==> src/rtl/hdma_ldr_pkg.sv <==
package hdma_ldr_pkg;
    typedef enum logic [1:0] {
        ST_IDLE,
        ST_COUNT,
        ST_IND_FIRST,
        ST_IND_SECOND
    } ldr_state_e;
endpackage

==> src/rtl/hdma_slot_timer.sv <==
module hdma_slot_timer #(
    parameter int HALF_SLOT = 4
) (
    input  logic clk,
    input  logic rst_n,
    input  logic run,
    output logic strobe,
    output logic slot_end
);
    localparam int SLOT  = 2 * HALF_SLOT;
    localparam int CNT_W = $clog2(SLOT);

    logic [CNT_W-1:0] phase_q;

    always_ff @(posedge clk or negedge rst_n) begin
        if (!rst_n) begin
            phase_q <= '0;
        end else if (!run || slot_end) begin
            phase_q <= '0;
        end else begin
            phase_q <= phase_q + CNT_W'(1);
        end
    end

    assign strobe   = run && (phase_q == CNT_W'(HALF_SLOT - 1));
    assign slot_end = run && (phase_q == CNT_W'(SLOT - 1));
endmodule

==> src/rtl/hdma_ind_assemble.sv <==
module hdma_ind_assemble #(
    parameter int DATA_W = 8
) (
    input  logic                  clk,
    input  logic                  rst_n,
    input  logic                  load_first,
    input  logic                  load_second,
    input  logic [DATA_W-1:0]     byte_in,
    output logic [2*DATA_W-1:0]   addr
);
    always_ff @(posedge clk or negedge rst_n) begin
        if (!rst_n) begin
            addr <= '0;
        end else if (load_first) begin
            addr <= {byte_in, {DATA_W{1'b0}}};
        end else if (load_second) begin
            addr <= {byte_in, addr[2*DATA_W-1:DATA_W]};
        end
    end
endmodule

==> src/rtl/hdma_table_loader.sv <==
module hdma_table_loader
    import hdma_ldr_pkg::*;
#(
    parameter int HALF_SLOT = 4,
    parameter int BANK_W    = 8,
    parameter int PTR_W     = 16,
    parameter int DATA_W    = 8
) (
    input  logic                      clk,
    input  logic                      rst_n,
    input  logic                      init,
    input  logic [PTR_W-1:0]          init_ptr,
    input  logic [BANK_W-1:0]         bank,
    input  logic                      indirect_mode,
    input  logic                      later_active,
    input  logic                      line_tick,
    output logic                      rd_en,
    output logic [BANK_W+PTR_W-1:0]   rd_addr,
    input  logic [DATA_W-1:0]         rd_data,
    output logic                      busy,
    output logic                      done,
    output logic                      completed,
    output logic                      do_transfer,
    output logic [DATA_W-1:0]         line_count,
    output logic [PTR_W-1:0]          table_ptr,
    output logic [2*DATA_W-1:0]       ind_addr
);
    localparam int LOW_W = DATA_W - 1;

    ldr_state_e state_q, state_d;
    logic strobe, slot_end;
    logic reload_hit;

    hdma_slot_timer #(.HALF_SLOT(HALF_SLOT)) u_timer (
        .clk      (clk),
        .rst_n    (rst_n),
        .run      (state_q != ST_IDLE),
        .strobe   (strobe),
        .slot_end (slot_end)
    );

    hdma_ind_assemble #(.DATA_W(DATA_W)) u_ind (
        .clk         (clk),
        .rst_n       (rst_n),
        .load_first  (strobe && state_q == ST_IND_FIRST),
        .load_second (strobe && state_q == ST_IND_SECOND),
        .byte_in     (rd_data),
        .addr        (ind_addr)
    );

    assign reload_hit = (line_count[LOW_W-1:0] == '0);

    always_ff @(posedge clk or negedge rst_n) begin
        if (!rst_n) state_q <= ST_IDLE;
        else        state_q <= state_d;
    end

    always_comb begin
        state_d = state_q;
        unique case (state_q)
            ST_IDLE: begin
                if (!init && line_tick && !completed && reload_hit)
                    state_d = ST_COUNT;
            end
            ST_COUNT: begin
                if (slot_end)
                    state_d = indirect_mode ? ST_IND_FIRST : ST_IDLE;
            end
            ST_IND_FIRST: begin
                if (slot_end)
                    state_d = (!completed || later_active) ? ST_IND_SECOND : ST_IDLE;
            end
            ST_IND_SECOND: begin
                if (slot_end)
                    state_d = ST_IDLE;
            end
            default: state_d = ST_IDLE;
        endcase
    end

    always_ff @(posedge clk or negedge rst_n) begin
        if (!rst_n) begin
            line_count  <= '0;
            table_ptr   <= '0;
            completed   <= 1'b1;
            do_transfer <= 1'b0;
            done        <= 1'b0;
        end else begin
            done <= slot_end && (state_d == ST_IDLE);
            if (state_q == ST_IDLE) begin
                if (init) begin
                    table_ptr   <= init_ptr;
                    line_count  <= '0;
                    completed   <= 1'b0;
                    do_transfer <= 1'b1;
                end else if (line_tick && !completed && !reload_hit) begin
                    line_count <= line_count - DATA_W'(1);
                end
            end else if (strobe) begin
                table_ptr <= table_ptr + PTR_W'(1);
                if (state_q == ST_COUNT) begin
                    line_count  <= rd_data;
                    completed   <= (rd_data == '0);
                    do_transfer <= (rd_data != '0);
                end
            end
        end
    end

    assign rd_en   = strobe;
    assign rd_addr = {bank, table_ptr};
    assign busy    = (state_q != ST_IDLE);
endmodule

==> config.mk <==
export PLATFORM = sky130hd
export DESIGN_NAME = hdma_table_loader
export DESIGN_NICKNAME = d
export VERILOG_FILES = /design/src/rtl/hdma_ldr_pkg.sv /design/src/rtl/hdma_slot_timer.sv /design/src/rtl/hdma_ind_assemble.sv /design/src/rtl/hdma_table_loader.sv
export SDC_FILE = /design/constraint.sdc
export NUM_CORES = 1
export LEC_CHECK = 0
export BUFFER_PORTS_ARGS = -buffer_cell sky130_fd_sc_hd__buf_2
export CAP_MARGIN = 20
export CORE_AREA = 5 5 113 83
export CTS_CLUSTER_SIZE = 10
export DETAILED_ROUTE_END_ITERATION = 6
export DIE_AREA = 0 0 118 88
export GPL_TIMING_DRIVEN = 0
export PLACE_DENSITY = 0.69
export SYNTH_ARGS = -nofsm -noshare
export SYNTH_HDL_FRONTEND = slang
export SYNTH_SLANG_ARGS = --single-unit
export TNS_END_PERCENT = 10
==> constraint.sdc <==
create_clock -name clk -period 5 [get_ports clk]
set_input_delay 0.25 -clock clk [delete_from_list [all_inputs] [get_ports clk]]
set_output_delay 0.25 -clock clk [all_outputs]
set_load 0.05 [all_outputs]
==> reports/results.txt <==
After clock tree synthesis, the clock-pin slew on the worst setup and hold paths is 0.07 ns. The sort of element at the end of the critical path is an output port. Setup repair after global routing left no endpoint under its margin.

Clock latency on the worst-skew pair, taken at its later pin, is 0.28 ns. The number of buffers added on ports works out to 98. In this run the count of I/O pins placed on the die edge is 107. The logs give 58 for the count of different cell masters after synthesis and 223 for the detailed router's first-iteration violation count.

Entering global routing, the biggest net connects 49 pins. In this run, synthesis produced a sequential element count of 48. After detailed routing, the average wire length per cell comes to 15.8 um.

After synthesis the cells add up to 2770 um2. The tool flagged a number of max-cap violations equal to 0. After detailed routing, the number of vias per cell comes to 5.21. Counting along the longest clock path gives a buffer depth of 2. In this run, synthesis inferred 0 flip-flops with an integrated enable. Based on the critical path, the design can be clocked at up to 455 MHz. The quantity of gates resized following cts is 0.

The global-route wire length before repair came out at 13.5 mm. The root buffer cell chosen for the clock tree is sky130_fd_sc_hd__clkbuf_16. The antenna violation net count after detailed routing is 0, and the fraction of final layout cells with drive strength greater than 1 is 35.4%. The horizontal extent of the die is 118 um, and the DRC violations left is 0. The run gives 0 as the sum of overflow across all layers after global routing.

The hold slack was 0.183 ns. For this block, the via count after detailed routing is 2,708. The worst hold path belongs to the class input pin to flip-flop. The flow ran to the end, and the final reports show no timing, DRC or antenna violations. The Yosys step of the flow raised 0 warnings. Summed over all failing endpoints, the final setup total negative slack is 0 ns.

A synthesized cell averages 9.03 um2. The sequential area share after synthesis was 43.4%; the layout-stage area growth over the synthesis result was 29.1%. For the detailed-routing iteration count for the pre-antenna-repair pass, the log shows 5. Counting the buffers created by CTS gives 5. Wires add up to 8.19 mm. The actual slew at the worst max-slew pin was 0.857 ns.

The critical path in this run is classified as flip-flop to output port. Data on the critical path is required at its endpoint by 4.75 ns. The share of flip-flops with an asynchronous set or reset after synthesis is 100%. The vertical extent of the die is 88 um. TritonCTS built the clock tree. Estimated wirelength of the detail-placed design: 6.32 mm.

In this run the tightest slew margin relative to its limit is 42.3%. The max-slew violation total from the final report was 0; the number of global-route vias before repair was 2,614. The number of hold-slack violations in the final timing report is 0. The clock arrives with 0.00270 ns of skew.

Most common library cell in the layout ignoring fill and taps: sky130_fd_sc_hd__buf_2. The number of antenna violations at the first check in global routing was 0. In this run the standard cell core region covers 8200 um2.

STA classifies the critical path startpoint as a flip-flop. Clock tree synthesis found a total of 48 sinks. Setup violations remaining at the end of the flow were counted as 0.

The tools report the total global routing track utilization as 15.8%. Once the floorplan was initialized, standard cells occupied 33.8% of the core. The tools report the gate count of the mapped netlist as 307. In the layout the commonest cells are sky130_fd_sc_hd__buf_2 (101), sky130_fd_sc_hd__dfrtp_1 (47), sky130_fd_sc_hd__nand2_1 (33).

The post-CTS setup buffer count was 0. The routability congestion estimate from global placement is 0.894. The layout net count is 458, and the maximum fanout encountered on the critical timing path is 10. The die covers 10,400 um2. For this run, the leading register cell type out of synthesis is sky130_fd_sc_hd__dfrtp_1.

Hold repair after CTS inserted 0 buffers. The post-route fraction of the period consumed by the critical path was 44.0%; the shortest clock period the worst path allows after layout was 2.20 ns. Deepest level of the CTS H-tree: 2.

The logs give 0 for the antenna diode instance count and 351 for the synthesized netlist net count. STA puts the critical path data arrival time at 1.95 ns. The tools report the count of standard-cell rows as 28.
routing by layer:
| metal | track usage [%] | part of all wire, % | up-vias |
|---|---|---|---|
| li1 | - | - | 1301 |
| met1 | 23.3 | 48 | 1295 |
| met2 | 24.1 | 44 | 106 |
| met3 | 4.00 | 7.2 | 6 |
| met4 | 1.98 | 0.39 | 0 |
| met5 | 0 | 0 | - |
path summary, 6_finish.rpt:
check                                    from                 end  slack (ns)  depth (start not counted)
hold / removal                    init_ptr[8]        table_ptr[8]        0.18                          2
max in group asynchronous               rst_n           completed        4.02                          3
min in group asynchronous               rst_n       line_count[0]        0.41                          2
setup reg to reg                line_count[0]       line_count[6]        3.00                          6
hold reg to reg            u_timer.phase_q[0]  u_timer.phase_q[0]        0.45                          1
setup / recovery                   state_q[1]                busy        2.80                          5
Yosys cell counts, drive strengths merged, types with 2 or more instances:
cell | number | area [um2]
dfrtp | 47 | 1180
nand2 | 34 | 130
buf | 28 | 199
nor2 | 23 | 86.3
o21ai | 23 | 115
a21oi | 20 | 104
inv | 14 | 52.6
nand3 | 11 | 55.1
clkbuf | 10 | 37.5
a211oi | 8 | 65.1
mux2 | 8 | 90.1
nor3 | 7 | 35.0
ha | 6 | 75.1
a31oi | 5 | 31.3
nand4 | 5 | 31.3
nor4 | 5 | 31.3
and4 | 3 | 26.3
mux2i | 3 | 30.0
nor3b | 3 | 27.5
o31ai | 3 | 22.5
a21o | 2 | 15.0
a22oi | 2 | 15.0
a32oi | 2 | 17.5
a41oi | 2 | 17.5
and2 | 2 | 12.5
and3 | 2 | 12.5
nor2b | 2 | 12.5
nor4b | 2 | 23.8
o211ai | 2 | 15.0
o21a | 2 | 15.0
o22a | 2 | 17.5
o2bb2ai | 2 | 17.5
o31a | 2 | 17.5
sequential cells by signal (all words and copies together), names as in the netlist:
signal,cells
line_count,8
table_ptr,16
completed,1
state_q,2
u_ind.addr,16
done,1
do_transfer,1
u_timer.phase_q,3
final cells by class:
type                       instances  area [um2]
buffer                            38         236
clock buffer                       6         139
clock inverter                     2        15.0
fill                             834        4620
inverter                          14        52.6
multi-input combinational        207        1280
sequential                        48        1200
tap                              105         131
timing repair buffer             100         520
metrics by stage:
step	std cells	instance area, um2	util, %	worst slack (ns)
5_1_grt	520	3580	43.6	2.69
2_1_floorplan	307	2770	-	2.89
3_5_place_dp	510	3390	41.4	3.01
6_report	520	3580	43.6	2.80
3_3_place_gp	510	3390	41.4	3.04
4_1_cts	518	3550	43.3	2.80
cells by family after synthesis:
| family | share of synthesized area, % |
|---|---|
| and+or+nand+nor | 19.8 |
| buffers and inverters | 10.4 |
| adders and majority gates | 2.71 |
| muxes | 4.33 |
| AOI/OAI and AO/OA | 19.4 |
| DFF | 43.4 |
worst max-delay path, stage by stage, from the launching register on:
cell and delay [ns]:
sky130_fd_sc_hd__dfrtp_1 0.35, sky130_fd_sc_hd__buf_2 0.21, sky130_fd_sc_hd__nor2_1 0.11, sky130_fd_sc_hd__inv_2 0.15, sky130_fd_sc_hd__clkbuf_1 0.48, sky130_fd_sc_hd__buf_2 0.37
Power is left out: the tool's default activity adds up to more than one toggle a clock period on the data nets, which glitch-free logic cannot reach.
